===== config.mk =====
export PLATFORM = sky130hd
export DESIGN_NAME = strobe_rd_top
export DESIGN_NICKNAME = d
export VERILOG_FILES = /design/src/rtl/bus_rd_pkg.sv /design/src/rtl/rd_master.sv /design/src/rtl/rd_slave.sv /design/src/rtl/strobe_rd_top.sv
export SDC_FILE = /design/constraint.sdc
export NUM_CORES = 1
export LEC_CHECK = 0
export BUFFER_PORTS_ARGS = -buffer_cell sky130_fd_sc_hd__buf_2
export CORE_AREA = 2 2 58 60
export CTS_CLUSTER_DIAMETER = 100
export DETAILED_ROUTE_END_ITERATION = 10
export DIE_AREA = 0 0 60 62
export PLACE_DENSITY = 0.65
export RECOVER_POWER = 25
export SLEW_MARGIN = 20
export SYNTH_ARGS = -nofsm -noshare
export SYNTH_HDL_FRONTEND = slang
export SYNTH_HIERARCHICAL = 1
export SYNTH_SLANG_ARGS = --single-unit

===== constraint.sdc =====
create_clock -name clk -period 1.8 [get_ports clk]
set_input_delay 0.27 -clock clk [delete_from_list [all_inputs] [get_ports clk]]
set_output_delay 0.27 -clock clk [all_outputs]
set_load 0.02 [all_outputs]

===== src/rtl/bus_rd_pkg.sv =====
`timescale 1ns/1ps
package bus_rd_pkg;
    typedef enum logic [1:0] {M_IDLE, M_ACCESS, M_DONE} mst_state_t;
    typedef enum logic [1:0] {S_IDLE, S_BUSY, S_VALID} slv_state_t;

    localparam int CELL_MULT = 37;
    localparam int CELL_BASE = 90;

    function automatic logic [7:0] cell_value(input int idx);
        return 8'((idx * CELL_MULT + CELL_BASE) % 256);
    endfunction
endpackage


===== src/rtl/rd_master.sv =====
`timescale 1ns/1ps
module rd_master
    import bus_rd_pkg::*;
#(
    parameter int AW = 4,
    parameter int DW = 8,
    parameter int TA = 3
) (
    input  logic          clk,
    input  logic          rst_n,
    input  logic          start_i,
    input  logic [AW-1:0] addr_i,
    input  logic          wait_i,
    input  logic [DW-1:0] data_i,
    output logic          req_o,
    output logic [AW-1:0] addr_o,
    output logic [DW-1:0] rd_data_o,
    output logic          done_o
);
    localparam int CW = $clog2(TA + 1) + 1;

    mst_state_t    state, state_nx;
    logic [CW-1:0] win_cnt;
    logic          capture;

    assign capture = (state == M_ACCESS) && (win_cnt >= CW'(TA)) && !wait_i;

    always_comb begin
        state_nx = state;
        unique case (state)
            M_IDLE:   if (start_i) state_nx = M_ACCESS;
            M_ACCESS: if (capture) state_nx = M_DONE;
            M_DONE:   if (!wait_i) state_nx = M_IDLE;
            default:  state_nx = M_IDLE;
        endcase
    end

    always_ff @(posedge clk) begin
        if (!rst_n) state <= M_IDLE;
        else        state <= state_nx;
    end

    always_ff @(posedge clk) begin
        if (!rst_n) begin
            win_cnt   <= '0;
            addr_o    <= '0;
            rd_data_o <= '0;
            done_o    <= 1'b0;
        end else begin
            done_o <= capture;
            if (state == M_IDLE && start_i) begin
                win_cnt <= '0;
                addr_o  <= addr_i;
            end else if (state == M_ACCESS && win_cnt < CW'(TA)) begin
                win_cnt <= win_cnt + 1'b1;
            end
            if (capture) rd_data_o <= data_i;
        end
    end

    assign req_o = (state == M_ACCESS);


    done_pulse_chk: assert property (@(posedge clk) disable iff (!rst_n)
        done_o |=> !done_o);

    req_low_at_done_chk: assert property (@(posedge clk) disable iff (!rst_n)
        done_o |-> !req_o);

    no_capture_in_wait_chk: assert property (@(posedge clk) disable iff (!rst_n)
        (req_o && wait_i) |=> !done_o);
endmodule


===== src/rtl/rd_slave.sv =====
`timescale 1ns/1ps
module rd_slave
    import bus_rd_pkg::*;
#(
    parameter int AW  = 4,
    parameter int DW  = 8,
    parameter int TA  = 3,
    parameter int LAT = 6
) (
    input  logic          clk,
    input  logic          rst_n,
    input  logic          req_i,
    input  logic [AW-1:0] addr_i,
    output logic          wait_o,
    output logic [DW-1:0] data_o
);
    localparam int  DEPTH = 1 << AW;
    localparam int  CW    = $clog2(LAT + 1) + 1;
    localparam bit  SLOW  = (LAT > TA);

    slv_state_t    state, state_nx;
    logic [CW-1:0] lat_cnt;
    logic [DW-1:0] cells [DEPTH];

    for (genvar g = 0; g < DEPTH; g++) begin : g_cell
        always_ff @(posedge clk) begin
            if (!rst_n) cells[g] <= DW'(cell_value(g));
        end
    end

    always_comb begin
        state_nx = state;
        unique case (state)
            S_IDLE:
                if (req_i) state_nx = (LAT <= 1) ? S_VALID : S_BUSY;
            S_BUSY:
                if (!req_i)                        state_nx = S_IDLE;
                else if (lat_cnt + 1'b1 >= CW'(LAT)) state_nx = S_VALID;
            S_VALID:
                if (!req_i) state_nx = S_IDLE;
            default: state_nx = S_IDLE;
        endcase
    end

    always_ff @(posedge clk) begin
        if (!rst_n) state <= S_IDLE;
        else        state <= state_nx;
    end

    always_ff @(posedge clk) begin
        if (!rst_n) begin
            lat_cnt <= '0;
        end else if (state == S_IDLE) begin
            lat_cnt <= CW'(1);
        end else if (state == S_BUSY) begin
            lat_cnt <= lat_cnt + 1'b1;
        end
    end

    always_comb begin
        wait_o = SLOW && (state == S_BUSY);
        data_o = (req_i && state == S_VALID) ? cells[addr_i] : '0;
    end

    if (SLOW) begin : g_slow_chk

        wait_after_req_chk: assert property (@(posedge clk) disable iff (!rst_n)
            $rose(req_i) |=> wait_o);
    end else begin : g_fast_chk

        fast_no_wait_chk: assert property (@(posedge clk) disable iff (!rst_n)
            !wait_o);
    end
endmodule


===== src/rtl/strobe_rd_top.sv =====
`timescale 1ns/1ps
module strobe_rd_top #(
    parameter int AW  = 4,
    parameter int DW  = 8,
    parameter int TA  = 3,
    parameter int LAT = 6
) (
    input  logic          clk,
    input  logic          rst_n,
    input  logic          start,
    input  logic [AW-1:0] addr,
    output logic [DW-1:0] rd_data,
    output logic          done,
    output logic          bus_req,
    output logic          bus_wait,
    output logic [DW-1:0] bus_data
);
    logic [AW-1:0] bus_addr;

    rd_master #(.AW(AW), .DW(DW), .TA(TA)) u_mst (
        .clk       (clk),
        .rst_n     (rst_n),
        .start_i   (start),
        .addr_i    (addr),
        .wait_i    (bus_wait),
        .data_i    (bus_data),
        .req_o     (bus_req),
        .addr_o    (bus_addr),
        .rd_data_o (rd_data),
        .done_o    (done)
    );

    rd_slave #(.AW(AW), .DW(DW), .TA(TA), .LAT(LAT)) u_slv (
        .clk    (clk),
        .rst_n  (rst_n),
        .req_i  (bus_req),
        .addr_i (bus_addr),
        .wait_o (bus_wait),
        .data_o (bus_data)
    );


    idle_bus_zero_chk: assert property (@(posedge clk) disable iff (!rst_n)
        !bus_req |-> (bus_data == '0));

    addr_stable_chk: assert property (@(posedge clk) disable iff (!rst_n)
        (bus_req && $past(bus_req)) |-> $stable(bus_addr));
endmodule


==> metrics.md <==
| Metric | Value |
|---|---|
| Top Family by Delay on Critical Path | `buffers and inverters` |
| Reg power frac | `54.1%` |
| Post-Syn Area | `1340 sq um` |
| Vias per cell | `5.10` |
| Die Span Y | `62 um` |
| TritonCTS Buffers | `3` |
| Gate Count Post-Synth | `152` |
| Max-cap viol count | `0` |
| Clock root buffer | `clkbuf_4` |
| Post-DRT Antenna Nets | `0` |
| Critical path peak fanout | `7` |
| Max-slew violations | `0` |
| Final Hold Fails | `0` |
| Total gr overflow | `0` |
| Crit Path Class | `flop to output pin` |
| CTS sink count | `24` |
| Worst EP arrival | `1.60 ns` |
| Clk slew on worst S/H paths | `0.13 ns` |
| Crit start category | `flop` |
| Initial antenna violation count | `0` |
| Number of I/O pins | `26` |
| Power Dens Cells | `565 nW/um^2` |
| CP Capture Type | `output pin` |
| Leak | `0.000789 uW` |
| All-Layer GR Usage | `18.1%` |
| Max Root-Sink Buffers | `2` |
| Seq/Total Area, Yosys | `36.0%` |
| Nets | `217` |
| DR pass1 iterations | `4` |
| Peak supply drop | `0.388 mV` |
| Peak Freq | `0.534 GHz` |
| Status | `finished with violations` |
| Net Sw Frac | `27.6%` |
| Post-route setup slack | `-0.0715 ns` |
| First-pass GRT wire length | `5.00 mm` |
| Rows | `21` |
| Seq cells post-synth | `24` |
| Slowest-stage cell, CP | `dfxtp_2` |
| Yosys top cell by area | `dfxtp_1` |
| Core Region | `3180 sq um` |
| Placer Congestion | `0.915` |
| Routed WL | `3.26 mm` |
| Starting Density | `42.0%` |
| Vias in the first global route | `1110` |
| Most common cell type on the critical path | `buf_4` |
| Area after DPL | `1560 sq um` |
| Die area | `3720 sq um` |
| Die W | `60 um` |
| Int Pwr | `761 uW` |
| Layout cells sized above 1 | `37.4%` |
| Failing checks | `setup timing` |
| WHS | `0.210 ns` |
| Crit share post-route | `104%` |
| NetSw | `290 uW` |
| Antenna Diode Count | `0` |
| H-tree Lvls | `1` |
| Post-DP HPWL | `2.13 mm` |
| Setup violators final | `3` |
| Initial DRC count | `44` |
| Clk_lat worst skew | `0.31 ns` |
| Pin count of the biggest net entering global routing | `17` |
| Req. time, crit path | `1.53 ns` |
| Comb pwr share | `19.0%` |
| Count of filler cells inserted in the layout | `279` |
| Top-area cell type share of the netlist area | `36.0%` |
| Yosys Warn Count | `6` |
| Via count | `1245` |
| Tot Pwr | `1050 uW` |
| Worst reg2reg setup slack | `0.03 ns` |
| Synth top area cells | `dfxtp_1 (36%), mux2i_1 (10%), ha_1 (10%), nand2_1 (5.9%), a211oi_1 (4.5%)` |
| Worst Skew | `0.00467 ns` |
| Crit-path cells | `buf_6, buf_4, mux2_4, a211oi_2, buf_4` |
| Hold Path Class | `input pin to flop` |
| Port Buffers | `25` |
| Cell variety after synth | `37` |
| Slew headroom | `78.8%` |
| Largest stage delay, worst path | `0.36 ns` |
| DRC errors left | `0` |
| Synthesis-to-layout area growth | `39.0%` |
| Minimum clock period | `1.87 ns` |
| Clock power share | `26.9%` |
| Syn Nets | `170` |
| WL/cell | `13.4 um` |
| Critical path buffers and inverters | `3` |
| CTS tree | `done` |
| Post-route cell area | `1860 sq um` |
| Mean Syn Cell Area | `8.79 sq um` |
| Worst-margin pin slew | `0.316 ns` |
| Unrepaired setup endpoints after global routing | `true` |
[flip-flops by register name (all words and copies together), names as in the netlist]
| register | flops |
|---|---|
| u_mst/win_cnt | 3 |
| u_mst/addr_o | 4 |
| u_mst/rd_data_o | 8 |
| u_slv/lat_cnt | 4 |
| u_slv/state | 2 |
| u_mst/done_o | 1 |
| u_mst/state | 2 |
[metal layers]
metal  wire length, um  global-route usage, %  share of wire [%]  up-vias
met5                 0                      0                  0        -
met1              1390                   22.2                 43      599
met3                97                   2.48                3.0        4
met2              1750                   31.8                 54       21
li1                  -                      -                  -      621
met4                30                   7.94               0.92        0
[placed cells by master, fill, tap and decap left out, types with 2 or more instances in the layout]
| cell | count |
|---|---|
| o21a_1 | 2 |
| nor3_1 | 2 |
| a211oi_2 | 7 |
| mux2i_2 | 2 |
| xor2_1 | 2 |
| dfxtp_1 | 19 |
| inv_1 | 6 |
| nand2b_1 | 3 |
| dfxtp_4 | 2 |
| clkbuf_1 | 5 |
| xnor2_1 | 2 |
| a21oi_1 | 4 |
| o31ai_1 | 3 |
| buf_4 | 26 |
| nor2_1 | 9 |
| clkbuf_4 | 3 |
| buf_6 | 4 |
| and2_1 | 2 |
| nand2_1 | 21 |
| ha_4 | 4 |
| ha_1 | 6 |
| inv_4 | 3 |
| mux2i_1 | 12 |
| and3_1 | 2 |
| dfxtp_2 | 3 |
| a21boi_0 | 2 |
| o21ai_0 | 4 |
| nor2b_1 | 5 |
| nand3_1 | 2 |
| buf_2 | 13 |
[tightest hold or removal path, cell delays in order]
cell and delay (ns):
buf_2 0.07, mux2i_1 0.05, nor2b_1 0.09
[final cells by class]
type | instances | area [sq um] | area share [%]
sequential | 24 | 492 | 26.5
multi-input combinational | 112 | 903 | 48.6
clock buffer | 4 | 36.3 | 1.95
inverter | 10 | 45.0 | 2.42
timing repair buffer | 48 | 324 | 17.4
tap | 46 | 57.6 | 3.10
[timing repair]
action	CTS	global route
resized for setup	30	14
setup endpoints to repair	7	9
hold buffers	0	0
buffers inserted	12	3
gates cloned	0	0
pin swaps	8	5
[kinds of logic after synthesis]
| kind of cell | after synthesis | synth area share [%] |
|---|---|---|
| xor gates and xnor gates | 4 | 2.62 |
| DFF | 24 | 36.0 |
| AOI/OAI and AO/OA | 28 | 14.4 |
| buffers and inverters | 16 | 5.24 |
| muxes | 15 | 11.3 |
| adders and majority gates | 11 | 10.3 |
| and+or+nand+nor | 54 | 20.1 |
[stage by stage]
step                worst slack (ns)  util (%)  TNS [ns]  std cells
floorplan                     -0.114         -    -0.398        152
global route                  -0.170      58.4    -0.759        244
detailed placement             0.145      49.0         0        225
global placement               0.164      49.0         0        225
CTS                          -0.0385      56.4    -0.115        241
finish                       -0.0715      58.4    -0.184        244
[synth_stat cells]
master and n:
inv_4 1, o21ai_0 4, xor2_1 2, buf_4 1, nand4_1 1, mux2i_1 14, clkbuf_1 2, mux2_2 1
nand2b_4 1, dfxtp_1 24, or3b_1 1, o31ai_1 3, nand2_1 21, nor3_1 2, o22ai_1 1, a21boi_0 2
ha_1 11, nor2_1 10, a31oi_1 1, and3b_1 1, a211oi_1 8, nand3b_1 1, inv_1 9, xnor2_1 2
o21a_1 2, nand2b_1 2, buf_2 3, a311oi_1 1, nor2b_1 5, a221oi_1 1, o311a_1 1, and3_1 2
or3_1 1, a21oi_1 4, or2b_1 1, nand3_1 3, and2_1 2
[power by group through the flow]
stage	clock network, uW	registers, uW	logic [uW]
3_3_place_gp	0	574	145
3_5_place_dp	0	576	149
4_1_cts	296	568	170
6_report	283	568	199
5_1_grt	322	571	217
2_1_floorplan	0	571	107
[worst paths after layout]
path	from	endpoint	cells past startpoint
min	addr[0]	u_mst/addr_o[0]	3
min reg2reg	u_mst/rd_data_o[0]	u_mst/rd_data_o[0]	2
max reg2reg	u_mst/addr_o[1]	u_mst/rd_data_o[7]	11
max	u_mst/addr_o[1]	bus_data[4]	5
(Power assumes the default switching activity.)
